<file path="config.mk">
export PLATFORM = sky130hd
export DESIGN_NAME = speed_level_fsm
export DESIGN_NICKNAME = d
export VERILOG_FILES = /design/src/rtl/speed_level_fsm.sv
export SDC_FILE = /design/constraint.sdc
export NUM_CORES = 1
export LEC_CHECK = 0
export BUFFER_PORTS_ARGS = -buffer_cell sky130_fd_sc_hd__buf_2
export CORE_MARGIN = 1.5
export CORE_UTILIZATION = 58
export CTS_BUF_LIST = sky130_fd_sc_hd__clkbuf_4 sky130_fd_sc_hd__clkbuf_8
export DETAILED_ROUTE_END_ITERATION = 8
export HOLD_SLACK_MARGIN = 0.1
export PLACE_DENSITY_LB_ADDON = 0.12
export SYNTH_ARGS = -nofsm -noshare
export SYNTH_HDL_FRONTEND = slang
export SYNTH_SLANG_ARGS = --single-unit
export TNS_END_PERCENT = 1
</file>
<file path="constraint.sdc">
create_clock -name clk -period 4.2 [get_ports clk]
set_input_delay 0.84 -clock clk [delete_from_list [all_inputs] [get_ports clk]]
set_output_delay 0.84 -clock clk [all_outputs]
set_load 0.01 [all_outputs]
</file>
<file path="src/rtl/speed_level_fsm.sv">
`timescale 1ns/1ps
module speed_level_fsm #(
  parameter int DIV_SHIFT = 6
) (
  input  logic       clk,
  input  logic       rst_n,
  input  logic       btn_up,
  input  logic       btn_dn,
  input  logic       dir_down,
  output logic [2:0] level,
  output logic [9:0] led_bar,
  output logic       tick
);
  localparam logic [2:0] LVL_MAX = 3'd5;
  localparam int CNT_W = DIV_SHIFT;

  logic [2:0] up_sh, dn_sh;
  logic [1:0] dir_sh;
  logic up_pulse, dn_pulse;
  logic [CNT_W-1:0] div_cnt, div_mask;
  logic [4:0] fill_up, fill_dn;

  always_ff @(posedge clk) begin
    if (!rst_n) begin
      up_sh  <= '0;
      dn_sh  <= '0;
      dir_sh <= '0;
    end else begin
      up_sh  <= {up_sh[1:0], btn_up};
      dn_sh  <= {dn_sh[1:0], btn_dn};
      dir_sh <= {dir_sh[0], dir_down};
    end
  end

  assign up_pulse = up_sh[1] & ~up_sh[2];
  assign dn_pulse = dn_sh[1] & ~dn_sh[2];

  always_ff @(posedge clk) begin
    if (!rst_n)
      level <= '0;
    else if (up_pulse && !dn_pulse && level != LVL_MAX)
      level <= level + 3'd1;
    else if (dn_pulse && !up_pulse && level != 3'd0)
      level <= level - 3'd1;
  end

  assign fill_up = ~(5'b11111 >> level);
  assign fill_dn = ~(5'b11111 << level);
  assign led_bar = dir_sh[1] ? {fill_dn, 5'b00000} : {5'b00000, fill_up};

  always_ff @(posedge clk) begin
    if (!rst_n)
      div_cnt <= '0;
    else
      div_cnt <= div_cnt + 1'b1;
  end

  assign div_mask = (level == 3'd0) ? '0 : ({CNT_W{1'b1}} >> (level - 3'd1));
  assign tick = rst_n && (level != 3'd0) && ((div_cnt & div_mask) == '0);

  a_r10_range: assert property (@(posedge clk) disable iff (!rst_n)
    level <= LVL_MAX);
  a_r10_one_step: assert property (@(posedge clk) disable iff (!rst_n)
    1'b1 |=> (level == $past(level) || level == $past(level) + 3'd1 ||
              level == $past(level) - 3'd1));
  a_r4_single_pulse: assert property (@(posedge clk) disable iff (!rst_n)
    up_pulse |=> !up_pulse);
  a_r6_cancel: assert property (@(posedge clk) disable iff (!rst_n)
    (up_pulse && dn_pulse) |=> $stable(level));
  a_r9_idle: assert property (@(posedge clk) disable iff (!rst_n)
    (level == 3'd0) |-> !tick);
  a_r7_count: assert property (@(posedge clk) disable iff (!rst_n)
    $countones(led_bar) == 32'(level));
  a_r5_top: assert property (@(posedge clk) disable iff (!rst_n)
    (level == LVL_MAX && up_pulse && !dn_pulse) |=> level == LVL_MAX);
endmodule

</file>
* Word level (Yosys, flattened, before mapping)
Index checks and enable logic that the tools add are counted.
Word-level totals: register bits after elaboration 17, bits in latches 0, RAM bits 0, memory bits (read-only) 0, bits of input ports 5, output and inout bits 14, word-level logic and storage cells 35, memories 0
Operators by class: add/subtract/negate cells 3, multipliers 0, div/mod/pow operators 0, $lt $le $gt $ge 0, eq/ne operators 1, shift-type cells 3, mux-type cells 4, bitwise gates (word level) 7, reductions and logical operators 12
Operators by type and width (count):
- 2-to-1 mux 10 bit | 1
- inverter 5 bit | 2
- adder 6 x 1 -> 6 bit, second input constant | 1
- AND 6 bit | 1
- logical AND 1 bit | 6
- zero test 6 bit | 1
- 2-to-1 mux 3 bit | 2
- 2-to-1 mux 6 bit | 1
- right shift 6 x 3 -> 6 bit, first input constant | 1
- << shifter 5 x 3 -> 5 bit, first input constant | 1
- right shift 5 x 3 -> 5 bit, first input constant | 1
- adder 3 x 1 -> 3 bit, second input constant | 1
- zero test 3 bit | 1
- inequality test 3 bit, second input constant | 1
- nonzero test 3 bit | 1
- subtractor 3 x 1 -> 3 bit, second input constant | 1
- AND 1 bit | 2
- zero test 1 bit | 2
- inverter 1 bit | 2
- nonzero test 2 bit | 1

* Longest topological paths before layout
Gate-level depths: netlist of run 1.
depth in word-level cells 7, gate-level depth with buffers 8, depth with buffers taken out 8

* Least setup slack after synthesis of run 1
OpenSTA, ideal clock, no wires.
path kind register to output, start point register level[1], end point output tick, arrival 1.493 ns, data required time 3.360 ns, path slack 1.867 ns, cell stages (with the launch flop) 9, buffers on the path 0, cell sequence dfxtp_1 -> inv_1 -> ha_1 -> inv_1 -> ha_1 -> inv_1 -> o21ai_0 -> nand3_1 -> a211oi_1
Between the ends: word-level cells in the longest chain between the ends 6, elaborated cells on any way between the ends 9, those cells by class add/sub: 1; shift: 1; mux: 1; bitwise: 1; reduce/logical: 5
RTL lines:
- start: declaration | RTL line 10 | output logic [2:0] level,
- start signal: assignment | RTL line 42 | level <= level + 3'd1;
- start signal: assignment | RTL line 44 | level <= level - 3'd1;
- subtractor 3 x 1 -> 3 bit | RTL line 58 | assign div_mask = (level == 3'd0) ? '0 : ({CNT_W{1'b1}} >> (level - 3'd1));
- right shift 6 x 3 -> 6 bit | RTL line 58
- 2-to-1 mux 6 bit | RTL line 58
- AND 6 bit | RTL line 59 | assign tick = rst_n && (level != 3'd0) && ((div_cnt & div_mask) == '0);
- zero test 6 bit | RTL line 59
- logical AND 1 bit * | RTL line 59
- end: declaration | RTL line 12 | output logic tick
Mark *: on every way between the ends. The rest lies on a longest branch, timed or not.

* Worst setup path in the final report of run 1
Same ends and word-level chain as after synthesis.

==> results of run 1 <==
==> final cells by class <==
cell class              count  area, µm²
clock buffers               4       30.0
fillers                   108        359
inverters                   6       22.5
multi-input cells          60        440
flip-flops and latches     17        340
well taps                  15       18.8
repair buffers             18       90.1
==> power by group through the flow <==
stage | Sequential, W | Clock, W | Combinational [W]
2_1_floorplan | 0.000177 | 0 | 0.0000312
3_3_place_gp | 0.000178 | 0 | 0.0000432
3_5_place_dp | 0.000178 | 0 | 0.0000441
4_1_cts | 0.000175 | 0.0000957 | 0.0000445
5_1_grt | 0.000176 | 0.000105 | 0.0000504
6_report | 0.000175 | 0.0000933 | 0.0000439
==> worst max-delay path: cells and delay by family, from the launching register on <==
kind | cells | cell delay, ns
buffers and inverters | 4 | 0.39
adder cells (fa/ha/maj) | 2 | 0.43
AND/OR/NAND/NOR | 1 | 0.09
flip-flops | 1 | 0.37
AO/OA/AOI/OAI | 2 | 0.31
==> metal layers <==
layer / wire length, µm / part of all wire (%) / track usage (%)
met1: 604 / 47 / 23.5
met2: 581 / 45 / 31.7
met3: 86 / 6.6 / 5.00
met4: 24 / 1.9 / 12.5
met5: 0 / 0 / 0
==> worst min-delay path by stage <==
stage | start | end | cells past startpoint
after global routing | dir_sh[0] | dir_sh[1] | 1
after CTS | up_sh[0] | up_sh[1] | 1
after global placement | up_sh[0] | up_sh[1] | 1
final | dir_sh[0] | dir_sh[1] | 1
after floorplan | dir_sh[0] | dir_sh[1] | 1
after detailed placement | up_sh[0] | up_sh[1] | 1
==> per-stage QoR <==
step                      cells  hold WS [ns]  util, %  total power (W)
after CTS                   120         0.443     72.4         0.000315
final                       120         0.440     72.4         0.000312
after global placement      116         0.414     70.1         0.000221
after floorplan              85         0.412        -         0.000208
after global routing        120         0.459     72.4         0.000331
after detailed placement    116         0.420     70.1         0.000223
==> kinds of logic after synthesis <==
| kind of cell | count (synthesis) | share of synthesized area, % |
|---|---|---|
| compound gates | 11 | 9.88 |
| xor+xnor | 4 | 4.32 |
| fa+ha+maj | 8 | 12.0 |
| buf+inv | 8 | 3.70 |
| flops | 17 | 42.0 |
| mux | 1 | 1.39 |
| simple gates | 36 | 26.7 |
==> registers in the layout (all words and copies together), names as in the netlist <==
signal and cells:
div_cnt 6, dn_sh 3, level 3, up_sh 3
dir_sh 2
==> cell usage after synthesis (2+ instances only) <==
library cell and instances:
clkbuf_1 2, dfxtp_1 17, nor2b_1 5, nand3_1 5
a21oi_1 3, nor2_1 5, and2_1 12, xnor2_1 3
inv_1 6, a211oi_1 2, ha_1 7
==> layout by cell type (no fill, tap or decap), types with 2 or more instances in the layout <==
cell type and count:
a211oi_1 2, and2_1 12, nor2_1 5, nand3_1 5, clkbuf_4 4, a21oi_1 3
buf_2 18, nor2b_1 5, ha_1 7, dfxtp_1 17, inv_1 6, xnor2_1 3
==> out/results.ini, run 1 <==
[setup_path]
worstSetupStartpoint=level[1]
crit_fanout=5
required_ns=3.36
critical_path_class=reg2out
endpoint=tick
end_kind=primary output
critPathLaunchType=register
r2r-start=level[1]
reg2reg_slack_ns=2.40
r2r_end=level[1]
arrival_ns=1.88
reg2reg_depth=6
max_stage_delay_ns=0.37
cpMostUsedCell=inv_1
slowest_stage=dfxtp_1
worstPathCellList=inv_1, ha_1, inv_1, ha_1, inv_1, o21ai_0, nand3_1, a211oi_1, buf_2

[synthesis]
yosys_warnings=0
seq_area_frac_synth_pct=42.0
synthCells=85
synth_nets=97
ys_types=29
ys_seq_elements=17
synth_top_area_share_pct=42.0
synthTopCellsByArea=dfxtp_1 42%, ha_1 11%, and2_1 9.3%, nor2b_1 3.9%, xnor2_1 3.2%
ys_async_sr_fraction_pct=0
synth.avg_cell_area_um2=9.54
synth-edff-count=0
synth_flop_cell=dfxtp_1
syn_area_um2=811
yosysTopAreaCell=dfxtp_1

[grt]
grt_pass1_vias=492
antenna_found_initial=0
grt_pass1_wl_um=2050
grt-ovfl-total=0
grt_max_degree=19
grtUsageTotal_pct=19.9

[die]
core-area_mm2=0.00130
die_w_um=40.4
num_rows=13
die_h_um=40.4
fp.dieArea_mm2=0.00163
start_util_pct=62.3
ioPinCount=19

[route]
drc=0
wire_per_inst_um=10.8
detail_route.vias_per_cell=5.04
firstDrtPassIters=2
drt_iter0_markers=2
ant_nets=0
route.vias.total=605
drt_wl_total_um=1300

[cells_and_area]
fin_nets=118
layout-drive-gt1-share_pct=25.7
area_delta_synth_final_pct=16.2
diodes=0
final_area_um2=942

[pwr]
power_frac_clock_pct=29.9
power_leakage_nw=0.461
combinationalPowerShare_pct=14.1
internal_power_w=0.000233
p_per_area_mw_per_mm2=331
switchingPower_w=0.0000793
p_seq_share_pct=56.0
peakVddDrop_mv=0.243
swShare_pct=25.4

[timing]
setup_ws_ns=1.48
rsz0062_at_grt=no
period_minus_slack_ns=2.72
worst_pin_slew_ns=0.266
skew_ns=0.00379
timing_hold_violations_final=0
slew_viol_final=0
fmax_mhz=368
finalSetupViolCount=0
setup_tns_ns=0
timing.final.crit_share_pct=64.7
relSlewSlack_pct=82.2

[place]
post_dp_cell_area_um2=912
post-place-ws_ns=1.78
gp_congestion=0.743
portBuffers=18
dp_hpwl_um=947

[clocking]
cts_tree=done
cts_hold_buf=0
htree_num_levels=1
cts_resized=0
root_buffer=clkbuf_4
post-cts-setup-buffers=0
clk_path_buf_depth=2
clkLatencyLatePin_ns=0.29
numCtsBuffers=3
clkTransAtPathRegs_ns=0.10
clock-sinks=17

[worst_hold_path]
hold_class=reg2reg

[outcome]
status=finished clean

[run]
maxCapViolations=0

Note: power is estimated with default switching activity, not from simulation.
==> run 2, diff against run 1 <==
Settings changed: CORE_UTILIZATION 58 to 49.
Clock period 4.2 ns to 2.5 ns, I/O delays scaled along.
==> out/results.ini, run 2 (synthesis gave the netlist of run 1 again) <==
[timing]
timing.final.crit_share_pct=91.5
rsz0062_at_grt=no
timing_hold_violations_final=0  ; unchanged
relSlewSlack_pct=83.0  ; +0.77 points
period_minus_slack_ns=2.29
setup_tns_ns=0  ; unchanged
worst_hold_slack_ns=0.413  ; -0.0272 ns
fmax_mhz=437
setup_ws_ns=0.212  ; -1.27 ns
skew_ns=0.00751  ; +0.00372 ns
finalSetupViolCount=0  ; unchanged
slew_viol_final=0  ; unchanged
worst_pin_slew_ns=0.255  ; -0.0115 ns

[setup_path]
required_ns=2.00  ; -1.36 ns
critPathLaunchType=register
path_buf_inv=4  ; unchanged
max_stage_delay_ns=0.36  ; about the same
slowest_stage=dfxtp_2
end_kind=primary output
crit_family=adder cells
arrival_ns=1.79  ; -0.09 ns
reg2reg_slack_ns=0.79  ; -1.61 ns
critical_path_class=reg2out
crit_fanout=5  ; unchanged
worstPathCellList=inv_2, ha_1, inv_1, ha_1, inv_1, a21o_1, a211oi_2, buf_2

[route]
drt_wl_total_um=1360  ; +4.5%
drc=0  ; unchanged
wire_per_inst_um=11.2  ; +3.7%
ant_nets=0  ; unchanged
route.vias.total=618  ; +2.1%
drt_iter0_markers=1  ; -1
detail_route.vias_per_cell=5.11  ; +1.3%
firstDrtPassIters=2  ; unchanged

[clocking]
numCtsBuffers=3  ; unchanged
clk_path_buf_depth=2  ; unchanged
cts_tree=done
cts_hold_buf=0  ; unchanged
clock-sinks=17  ; unchanged
htree_num_levels=1  ; unchanged
root_buffer=clkbuf_4
clkTransAtPathRegs_ns=0.10  ; about the same
clkLatencyLatePin_ns=0.29  ; about the same

[pwr]
power_leakage_nw=0.463  ; +0.58%
p_per_area_mw_per_mm2=553  ; +67%
peakVddDrop_mv=0.415  ; +71%

[die]
die_w_um=43.7  ; +8.1%
start_util_pct=53.2  ; -9.1 points
num_rows=14  ; +1
ioPinCount=19  ; unchanged
die_h_um=43.7  ; +8.1%
core-area_mm2=0.00152  ; +17%
fp.dieArea_mm2=0.00191  ; +17%

[cells_and_area]
fin_nets=118  ; unchanged
top_register=div_cnt
multi_input_area_um2=445  ; +1.1%
final_cells=121  ; +0.83%
final-seq-area_um2=344  ; +1.1%
fin_util_pct=62.5  ; -9.9 points
layout_common_cells=18 x buf_2, 14 x dfxtp_1, 12 x and2_1, 7 x ha_1
area_delta_synth_final_pct=17.4
diodes=0  ; unchanged
layout-drive-gt1-share_pct=31.4  ; +5.7 points
fillers=144  ; +33%
largest_reg_flops=6  ; unchanged
final_common_cell=buf_2

[worst_hold_path]
hold_class=in2reg

[place]
portBuffers=18  ; unchanged
place_inst=117  ; +0.86%
post-place-ws_ns=0.440  ; -1.34 ns
gp_congestion=0.775  ; +4.3%

[grt]
grt_pass1_wl_um=2380  ; +16%
grt_pass1_vias=562  ; +14%
grt-ovfl-total=0  ; unchanged
grtUsageTotal_pct=17.4  ; -2.5 points
grt_max_degree=19  ; unchanged
antenna_found_initial=0  ; unchanged

[run]
maxCapViolations=0  ; unchanged

[outcome]
status=finished clean

[run 2: cell counts in the layout (fill, tap and decap cells not counted)]
No cell type changed its count.
[run 2: worst register-to-register path: stages, from the launching register on]
cell      delay [ns]
dfxtp_2         0.38
inv_2           0.07
ha_1            0.21
nor2b_2         0.19
or3_4           0.42
mux2_2          0.28
a21boi_2        0.11
[run 2: through the flow]
| step | instance area [µm²] | power (W) |
|---|---|---|
| 2_1_floorplan | 811 | 0.000350 |
| 3_3_place_gp | 913 | 0.000373 |
| 3_5_place_dp | 913 | 0.000375 |
| 4_1_cts | 943 | 0.000532 |
| 5_1_grt | 952 | 0.000562 |
| 6_report | 952 | 0.000527 |
[run 2: worst paths after layout]
| kind | startpoint | to | cells after the start |
|---|---|---|---|
| max | level[1] | tick | 8 |
| min | btn_up | up_sh[0] | 2 |
| max reg2reg | level[1] | level[1] | 6 |
| min reg2reg | dir_sh[0] | dir_sh[1] | 1 |
[run 2: routing by layer]
| layer | part of all wire, % | GRT usage [%] | vias up |
|---|---|---|---|
| li1 | - | - | 323 |
| met3 | 4.5 | 3.75 | 4 |
| met2 | 46 | 27.1 | 17 |
| met4 | 2.5 | 12.7 | 0 |
| met5 | 0 | 0 | - |
| met1 | 47 | 21.0 | 274 |
[run 2: where the power goes]
part	internal (W)	switching, W
Clock	0.0000729	0.0000831
Combinational	0.0000361	0.0000405
Sequential	0.000284	0.0000106
[run 2: cell type report]
class                           count  share of cell area [%]
Multi-Input combinational cell     60                    46.8
Sequential cell                    17                    36.1
Timing Repair Buffer               18                    9.46
Clock buffer                        4                    3.15
Inverter                            6                    2.37
Tap cell                           16                    2.10
[run 2: repair_timing]
action | 4_1_cts | 5_1_grt
endpoints found under the setup margin | 0 | 1
buffers inserted | 0 | 0
gates resized for setup | 0 | 7
==> run 3, diff against run 2 <==
Settings changed: CORE_UTILIZATION 49 to 54.
Clock period 2.5 ns to 2.2 ns, I/O delays scaled along.
==> out/results.ini, run 3 (synthesis gave the netlist of run 1 again) <==
[setup_path]
crit_family=adder cells
end_kind=primary output
max_stage_delay_ns=0.36  ; about the same
arrival_ns=1.77  ; -0.02 ns
reg2reg_depth=6  ; unchanged
r2r-start=level[0]
critPathLaunchType=register
required_ns=1.76  ; -0.24 ns
r2r_end=level[1]
critical_path_class=reg2out
path_buf_inv=4  ; unchanged
worstPathCellList=inv_4, ha_4, inv_2, ha_4, inv_2, o21ai_2, nand3_1, a211oi_2, buf_2
slowest_stage=dfxtp_4
reg2reg_slack_ns=0.50  ; -0.29 ns
crit_fanout=4  ; -1

[clocking]
clk_path_buf_depth=2  ; unchanged
numCtsBuffers=3  ; unchanged
htree_num_levels=1  ; unchanged
cts_hold_buf=0  ; unchanged
clkTransAtPathRegs_ns=0.09  ; about the same
root_buffer=clkbuf_4
cts_tree=done
clock-sinks=17  ; unchanged
clkLatencyLatePin_ns=0.28  ; about the same

[run]
maxCapViolations=0  ; unchanged

[grt]
grt_pass1_vias=557  ; -0.89%
grt-ovfl-total=0  ; unchanged
antenna_found_initial=0  ; unchanged
grt_pass1_wl_um=2260  ; -4.9%
grtUsageTotal_pct=16.8  ; -0.65 points
grt_max_degree=19  ; unchanged

[route]
detail_route.vias_per_cell=5.27  ; +3.2%
firstDrtPassIters=4  ; +2
drt_wl_total_um=1520  ; +12%
ant_nets=0  ; unchanged
drt_iter0_markers=8  ; +7
wire_per_inst_um=12.2  ; +8.4%
drc=0  ; unchanged
route.vias.total=659  ; +6.6%

[pwr]
p_per_area_mw_per_mm2=602  ; +8.8%
power_leakage_nw=0.486  ; +5.0%
p_total_w=0.000618  ; +17%
peakVddDrop_mv=0.371  ; -11%

[die]
die_w_um=41.8  ; -4.4%
die_h_um=41.8  ; -4.4%
start_util_pct=60.1  ; +6.9 points
core-area_mm2=0.00135  ; -11%
fp.dieArea_mm2=0.00174  ; -8.6%
num_rows=13  ; -1
ioPinCount=19  ; unchanged

[outcome]
status=complete, but fails checks
violations=negative setup slack

[timing]
worst_pin_slew_ns=0.273  ; +0.0183 ns
skew_ns=0.00163  ; -0.00588 ns
timing.final.crit_share_pct=100
slew_viol_final=0  ; unchanged
fmax_mhz=453
relSlewSlack_pct=81.8  ; -1.2 points
finalSetupViolCount=1  ; +1
rsz0062_at_grt=yes
timing_hold_violations_final=0  ; unchanged
period_minus_slack_ns=2.21
setup_ws_ns=-0.00768  ; -0.219 ns

[worst_hold_path]
holdCritStartpoint=dir_down
min_to=dir_sh[0]
hold_class=in2reg
holdPathStages=2  ; unchanged

[cells_and_area]
layout-drive-gt1-share_pct=39.1  ; +7.7 points
layout_common_cells=18 x buf_2, 15 x dfxtp_1, 12 x and2_1
fin_nets=123  ; +4.2%
largest_reg_flops=6  ; unchanged
final_common_cell=buf_2
area_delta_synth_final_pct=26.7
diodes=0  ; unchanged
top_register=div_cnt

[place]
dp_hpwl_um=977
portBuffers=18  ; unchanged
gp_congestion=0.754  ; -2.8%
post-place-ws_ns=0.184  ; -0.256 ns

run 3: cell type report:
class                           count  area, µm²
Multi-Input combinational cell     60        478
Sequential cell                    17        345
Fill cell                          99        323
Timing Repair Buffer               23        128
Clock buffer                        4       30.0
Inverter                            6       27.5
Tap cell                           15       18.8
run 3: power by group:
| part | switching, W | internal (W) |
|---|---|---|
| clock network | 0.0000911 | 0.0000828 |
| logic | 0.0000589 | 0.0000532 |
| registers | 0.0000109 | 0.000321 |
run 3: how the worst max path moves through the flow:
stage / startpoint / to / cells past startpoint
after floorplan: level[1] / tick / 8
after global placement: level[1] / tick / 6
after detailed placement: level[1] / tick / 9
after CTS: level[1] / tick / 8
after global routing: level[1] / tick / 9
final: level[1] / tick / 9
run 3: what timing repair did:
item	4_1_cts	5_1_grt
endpoints found under the setup margin	1	1
gates resized for setup	9	7
pin swaps	0	2
setup buffers	2	2
run 3: per-layer routing:
| metal | track usage [%] | up-vias | wire length, µm |
|---|---|---|---|
| met3 | 2.61 | 6 | 59 |
| met4 | 9.68 | 0 | 44 |
| met2 | 28.1 | 16 | 736 |
| met5 | 0 | - | 0 |
| li1 | - | 334 | - |
| met1 | 20.1 | 303 | 678 |
run 3: metrics by stage:
step / utilization (%) / hold slack [ns] / instance area [µm²] / TNS (ns) / instances
floorplan: - / 0.412 / 811 / 0 / 85
global placement: 68.1 / 0.414 / 920 / 0 / 117
detailed placement: 68.1 / 0.424 / 920 / 0 / 117
CTS: 72.4 / 0.352 / 977 / 0 / 123
global route: 76.1 / 0.353 / 1030 / -0.106 / 125
finish: 76.1 / 0.353 / 1030 / -0.00768 / 125
